`src/rtl/hpi_ready_ctrl.sv`:
```
module hpi_ready_ctrl #(
  parameter int DW = 16,
  parameter int AW = 2
) (
  input  logic            clk,
  input  logic            rst_n,
  input  logic            hcs_n,
  input  logic            hstrb_n,
  input  logic            hrw,
  input  logic [1:0]      hcntl,
  input  logic            hhwil,
  input  logic [DW-1:0]   hd_in,
  output logic [DW-1:0]   hd_out,
  output logic            hrdy,
  output logic            wr_req,
  output logic [2*DW-1:0] wr_data,
  input  logic            wr_ack,
  output logic            rd_req,
  input  logic [2*DW-1:0] rd_data,
  input  logic            rd_ack
);
  localparam int WW = 2 * DW;
  localparam int DEPTH = 1 << AW;

  logic istrb_q, active, c_rw, c_hw, abort_flag;
  logic [1:0] c_sel;
  logic [DW-1:1] ctrl_bits;
  logic [DW-1:0] lo_hold;
  logic [AW:0] wwp, wrp, rwp, rrp;
  logic [WW-1:0] wmem [DEPTH];
  logic [WW-1:0] rmem [DEPTH];

  wire istrb_n = hcs_n | hstrb_n;
  wire fall    = istrb_q & ~istrb_n;
  wire rise    = ~istrb_q & istrb_n;
  wire wempty  = (wwp == wrp);
  wire wfull   = (wwp[AW] != wrp[AW]) && (wwp[AW-1:0] == wrp[AW-1:0]);
  wire rempty  = (rwp == rrp);
  wire rfull   = (rwp[AW] != rrp[AW]) && (rwp[AW-1:0] == rrp[AW-1:0]);
  wire is_ctrl = (c_sel == 2'b00);
  wire ok      = is_ctrl | (c_rw ? ~rempty : ~wfull);
  wire done    = rise & active;
  wire commit  = done & ok;
  wire abort   = done & ~ok;
  wire push_w  = commit & ~is_ctrl & ~c_rw & c_hw;
  wire pop_r   = commit & ~is_ctrl & c_rw & c_hw;
  wire pop_w   = wr_req & wr_ack;
  wire push_r  = rd_req & rd_ack;
  wire [WW-1:0] rhead = rmem[rrp[AW-1:0]];

  assign hrdy    = ~(active & ~hcs_n & ok);
  assign wr_req  = ~wempty;
  assign wr_data = wmem[wrp[AW-1:0]];
  assign rd_req  = ~rfull & active & ~is_ctrl & c_rw;
  assign hd_out  = is_ctrl ? {ctrl_bits, abort_flag}
                 : (c_hw ? rhead[WW-1:DW] : rhead[DW-1:0]);

  always_ff @(posedge clk or negedge rst_n) begin
    if (!rst_n) begin
      istrb_q    <= 1'b1;
      active     <= 1'b0;
      c_sel      <= 2'b00;
      c_rw       <= 1'b0;
      c_hw       <= 1'b0;
      ctrl_bits  <= '0;
      abort_flag <= 1'b0;
      lo_hold    <= '0;
      wwp        <= '0;
      wrp        <= '0;
      rwp        <= '0;
      rrp        <= '0;
    end else begin
      istrb_q <= istrb_n;
      if (fall || (active && !ok && !istrb_n)) begin
        c_sel <= hcntl;
        c_rw  <= hrw;
        c_hw  <= hhwil;
      end
      if (fall) active <= 1'b1;
      else if (done) active <= 1'b0;
      if (commit && is_ctrl && !c_rw) begin
        ctrl_bits <= hd_in[DW-1:1];
        if (hd_in[0]) abort_flag <= 1'b0;
      end
      if (abort) abort_flag <= 1'b1;
      if (commit && !is_ctrl && !c_rw && !c_hw) lo_hold <= hd_in;
      if (push_w) wwp <= wwp + 1'b1;
      if (pop_w)  wrp <= wrp + 1'b1;
      if (push_r) rwp <= rwp + 1'b1;
      if (pop_r)  rrp <= rrp + 1'b1;
    end
  end

  always_ff @(posedge clk) begin
    if (push_w) wmem[wwp[AW-1:0]] <= {hd_in, lo_hold};
    if (push_r) rmem[rwp[AW-1:0]] <= rd_data;
  end
endmodule


```
`config.mk`:
```
export PLATFORM = sky130hd
export DESIGN_NAME = hpi_ready_ctrl
export DESIGN_NICKNAME = d
export VERILOG_FILES = /design/src/rtl/hpi_ready_ctrl.sv
export SDC_FILE = /design/constraint.sdc
export NUM_CORES = 1
export LEC_CHECK = 0
export ABC_AREA = 0
export BUFFER_PORTS_ARGS = -buffer_cell sky130_fd_sc_hd__buf_2
export CORE_MARGIN = 5
export CORE_UTILIZATION = 50
export CTS_BUF_LIST = sky130_fd_sc_hd__clkbuf_8 sky130_fd_sc_hd__clkbuf_16
export DETAILED_ROUTE_END_ITERATION = 7
export HOLD_SLACK_MARGIN = 0.02
export PLACE_DENSITY = 0.73
export SLEW_MARGIN = 30
export SYNTH_ARGS = -nofsm -noshare
export SYNTH_HDL_FRONTEND = slang
export SYNTH_SLANG_ARGS = --single-unit
```
`constraint.sdc`:
```
create_clock -name clk -period 2.6 [get_ports clk]
set_input_delay 0.52 -clock clk [delete_from_list [all_inputs] [get_ports clk]]
set_output_delay 0.52 -clock clk [all_outputs]
set_load 0.1 [all_outputs]
```
## Word level (Yosys, flattened, before mapping)

Memories as Yosys holds them, arrays and structs flattened.
Index checks and enable logic that the tools add are counted.

| operators by class | value |
|---|---|
| add/sub/neg operators | 4 |
| div/mod/pow operators | 0 |
| reduce and logical (&&, ||, !) cells | 20 |
| shift-type cells | 0 |
| muxes and demuxes | 12 |
| bitwise gates (word level) | 30 |
| magnitude comparators | 0 |
| eq/ne operators | 6 |
| multipliers | 0 |

Operators with widths:

| operator | number |
|---|---|
| two-way mux 16 bit | 2 |
| AND 1 bit | 17 |
| adder 3 x 1 -> 3 bit (second input constant) | 4 |
| NOT 1 bit | 11 |
| two-way mux 1 bit | 10 |
| logical AND 1 bit | 9 |
| equality test 3 bit | 2 |
| nonzero test 2 bit | 3 |
| logical NOT 1 bit | 5 |
| equality test 2 bit | 2 |
| logical NOT 2 bit | 1 |
| != test 1 bit | 2 |
| bitwise OR 1 bit | 2 |
| AND reduction 2 bit | 1 |
| logical OR 1 bit | 1 |

| word-level totals | value |
|---|---|
| bits in read-only memories | 0 |
| flip-flop bits (word level) | 50 |
| input port bits | 58 |
| memories | 2 |
| logic and storage cells | 86 |
| memory bits (writable) | 256 |
| bits in latches | 0 |

Memories:

| memory | depth | bits a word | rd ports | clocked after Yosys merged registers in | write ports | line | source |
|---|---|---|---|---|---|---|---|
| rmem | 4 | 32 | 1 | 0 | 1 | 31 | `logic [WW-1:0] rmem [DEPTH];` |
| wmem | 4 | 32 | 1 | 0 | 1 | 30 | `logic [WW-1:0] wmem [DEPTH];` |

## Depth between registers and ports, before layout

| logic depth | value |
|---|---|
| depth in word-level cells | 11 |
| gate-level depth with buffers | 7 |

## Worst setup path before layout

No wires, ideal clock.

| timing path | value |
|---|---|
| kind | register to output |
| start | register rrp[0] |
| end | output port hd_out[2] |
| path slack | -576 ps |
| arrival | 2,656 ps |
| stages on the path, launching flop included | 6 |
| required time | 2,080 ps |
| path through | dfrtp_1 > buf_2 > buf_2 > mux4_2 > mux2i_1 > a21oi_1 |

| between the ends | value |
|---|---|
| longest elaborated chain between the ends | 3 |

RTL lines:

| item | line | source |
|---|---|---|
| from (decl) | 29 | `logic [AW:0] wwp, wrp, rwp, rrp;` |
| from (signal assigned) | 90 | `if (pop_r) rrp <= rrp + 1'b1;` |
| memory (4 x 32 bit) | - |  |
| two-way mux 16 bit | 56 | `: (c_hw ? rhead[WW-1:DW] : rhead[DW-1:0]);` |
| two-way mux 16 bit | 55 | `assign hd_out = is_ctrl ? {ctrl_bits, abort_flag}` |
| to (decl) | 13 | `output logic [DW-1:0] hd_out,` |

Every way passes these cells.

## Worst setup path after layout

| timing path | value |
|---|---|
| start | register rrp[0] |
| end | output port hd_out[10] |

The elaborated chain is that of the path after synthesis.

==> qor.csv <==
stage,metric,value,unit
synth,asr flop ratio synth,0.163,
critical_path,CP Buf/Inv Count,4,
layout,share of layout cells above drive strength 1,0.434,
detailed_routing,initial drt markers,320,
clock_network,Root Driver,clkbuf_16,
synth,"Cell Area, Synth",0.0120,mm^2
critical_path,crit path cell chain,"buf_6, buf_12, buf_16, mux4_2, mux2i_1, a21oi_2, buf_12",
synth,Post-synth EDFFs,256,
sta,min cycle time layout,2800,ps
critical_path,CP peak stage delay,520,ps
detailed_routing,Routed WL,23500,um
clock_network,Longest Clk Path Bufs,3,
synth,syn_nets,644,
synth,Synth cell types,44,
clock_network,Hold Buf Count CTS,0,
clock_network,H-tree levels,1,
critical_path,FF-to-FF End,lo_hold[14],
die,die height,165,um
clock_network,worst skew pair latency,540,ps
die,Die W,165,um
die,starting density of the core,0.508,
sta,Final Skew,11.7,ps
die,core footprint,0.0235,mm^2
detailed_routing,vias per inst,5.52,
layout,Area growth syn-to-layout,27.5,%
clock_network,CTS buffer count,30,
critical_path,crit-path max FO,6,
sta,Max Freq,0.358,GHz
synth,"flops & latches, synth",306,
critical_path,R2R Path Start,wrp[0],
sta,slew margin rel.,0.527,
detailed_routing,routed vias,5902,
die,Std-Cell Rows,56,
clock_network,"Reg clk slew, reported paths",60,ps
synth,Yosys warnings,0,
critical_path,Setup Crit Path Kind,flip-flop to output pin,
critical_path,Crit path max-delay family,multiplexers,
critical_path,reg2reg setup slack,240,ps
synth,post-synthesis sequential area ratio,0.748,
detailed_routing,Wirelength per Cell,22.0,um
detailed_routing,# DRC,0,
critical_path,CP dominant cell by count,buf_12,
critical_path,CP arrival,2280,ps
layout,Fillers,1600,
clock_network,CTS tree,yes,
run_status,failing checks,setup timing,
synth,Most used DFF post-synth,edfxtp_1,
critical_path,worst-case reg-to-reg path depth,4,
detailed_routing,ANT nets after route,0,
critical_path,Critical Path Sink Type,output pin,
critical_path,Startpoint Class,flip-flop,
synth,Gate Count Post-Synth,576,
layout,nets@finish,793,
global_route,total gr overflow,0,
run_status,outcome,"complete, but fails checks",
global_route,GR Util All Layers,0.175,
sta,final worst slack,-195,ps
sta,Max Slew Vio Count,0,
min_path,Hold Path Class,primary input to async pin,
placement,gpl congestion,0.831,
job,maximum capacitance violations,0,
critical_path,Worst EP required,2080,ps
clock_network,Clock Sinks,306,
global_route,first-pass GRT wire length,36300,um
global_route,vias in the first global route,6323,
synth,syn avg cell area,20.8,um^2
global_route,initial antenna violation count,7,
placement,post-detail-place hpwl,14200,um
sta,Setup TNS,-2530,ps
sta,Worst Tran Pin Value,710,ps
critical_path,"slowest stage cell, crit path",mux4_2,
sta,final setup vio count,17,
sta,RSZ-0062 raised after global routing,true,
die,io pins,109,
placement,Port Buffers,108,
detailed_routing,Pre-Repair DR Iteration Count,5,
global_route,largest net degree at the start of global routing,35,
sta,Final period util,1.08,
sta,Final Hold Violating Endpoints,0,
die,Die Area,0.0271,mm^2
==> per-layer routing <==
metal / global-route usage / vias up / wire length, um
li1: - / 2642 / -
met1: 0.233 / 3039 / 9400
met2: 0.298 / 165 / 12200
met3: 0.0409 / 44 / 1450
met4: 0.0355 / 12 / 397
met5: 0 / - / 57
==> cells by family (layout without fill, tap and decap cells) <==
group	Yosys count	in the layout	synth area share
DFF	306	306	0.748
muxes	113	113	0.168
and+or+nand+nor	62	62	0.0301
buffers and inverters	35	208	0.0149
AOI/OAI and AO/OA	34	34	0.0170
xor gates and xnor gates	15	15	0.0110
adders and majority gates	11	11	0.0113
other	0	1	0
==> cell type report <==
type	instances	area, um^2	share of cell area
Antenna cell	1	2.50	0.000164
Clock buffer	31	776	0.0509
Clock inverter	25	233	0.0153
Inverter	8	30.0	0.00197
Multi-Input combinational cell	235	2980	0.196
Sequential cell	306	8950	0.587
Tap cell	319	399	0.0262
Timing Repair Buffer	144	1870	0.123
==> worst max path at each step <==
stage / to / from / depth (start not counted) / slack [ps]
finish: hd_out[10] / rrp[0] / 7 / -200
global placement: hd_out[6] / rrp[0] / 5 / 260
CTS: hd_out[1] / rrp[0] / 7 / -230
global route: hd_out[14] / rrp[0] / 7 / -310
detailed placement: hd_out[6] / rrp[0] / 5 / 240
floorplan: hd_out[2] / rrp[0] / 5 / 30
==> through the flow <==
step | cell area [um^2] | setup slack (ps) | utilization | cells | hold slack (ps)
final | 15200 | -195 | 0.647 | 1069 | 25.4
after CTS | 15100 | -226 | 0.643 | 1064 | 27.1
after floorplan | 12000 | 33.3 | - | 576 | 224
after detailed placement | 13900 | 240 | 0.590 | 996 | 487
after global routing | 15200 | -313 | 0.647 | 1069 | 66.4
after global placement | 13900 | 256 | 0.590 | 996 | 475
==> cell usage after synthesis (all sizes together) (10+ instances only) <==
library cell / count / share of area
a21oi: 16 / 0.0067
xnor2: 10 / 0.0073
mux2: 33 / 0.034
edfxtp: 256 / 0.64
dfrtp: 49 / 0.10
mux4: 64 / 0.12
nor2: 18 / 0.0057
ha: 10 / 0.010
buf: 15 / 0.0086
mux2i: 16 / 0.013
clkbuf: 12 / 0.0038
==> cells in the final DEF (no fill, tap or decap), types with 4 or more instances in the layout <==
cell type	synthesis	final
buf_12	0	64
and3_1	8	8
xnor2_1	10	7
a21oi_2	0	15
clkinv_4	0	5
mux4_2	64	64
mux2_2	24	24
edfxtp_1	256	256
inv_1	8	13
mux2_4	9	9
buf_2	10	57
ha_1	10	10
buf_16	0	4
nand2_1	4	4
buf_4	2	13
dfrtp_1	49	46
nand3_1	8	8
and2_1	6	6
mux2i_1	16	13
clkinvlp_4	0	6
o21ai_0	6	5
clkbuf_16	0	33
o211ai_1	5	5
xor2_1	5	5
nor2_1	18	18
==> timing repair <==
item / in CTS / in global routing
gates resized for setup: 15 / 11
buffers inserted: 8 / 3
endpoints found under the setup margin: 49 / 49
pin swaps: 10 / 2
gates cloned: 4 / 2
==> flip-flops by register name (all words and copies together) (netlist names) <==
name        cells
istrb_q         1
wmem          128
lo_hold        16
ctrl_bits      15
c_sel           2
rmem          128
wrp             3
rrp             3
c_hw            1
rwp             3
wwp             3
c_rw            1
abort_flag      1
active          1
Power is left out: the tool's default activity adds up to more than one toggle a clock period on the data nets, which glitch-free logic cannot reach.
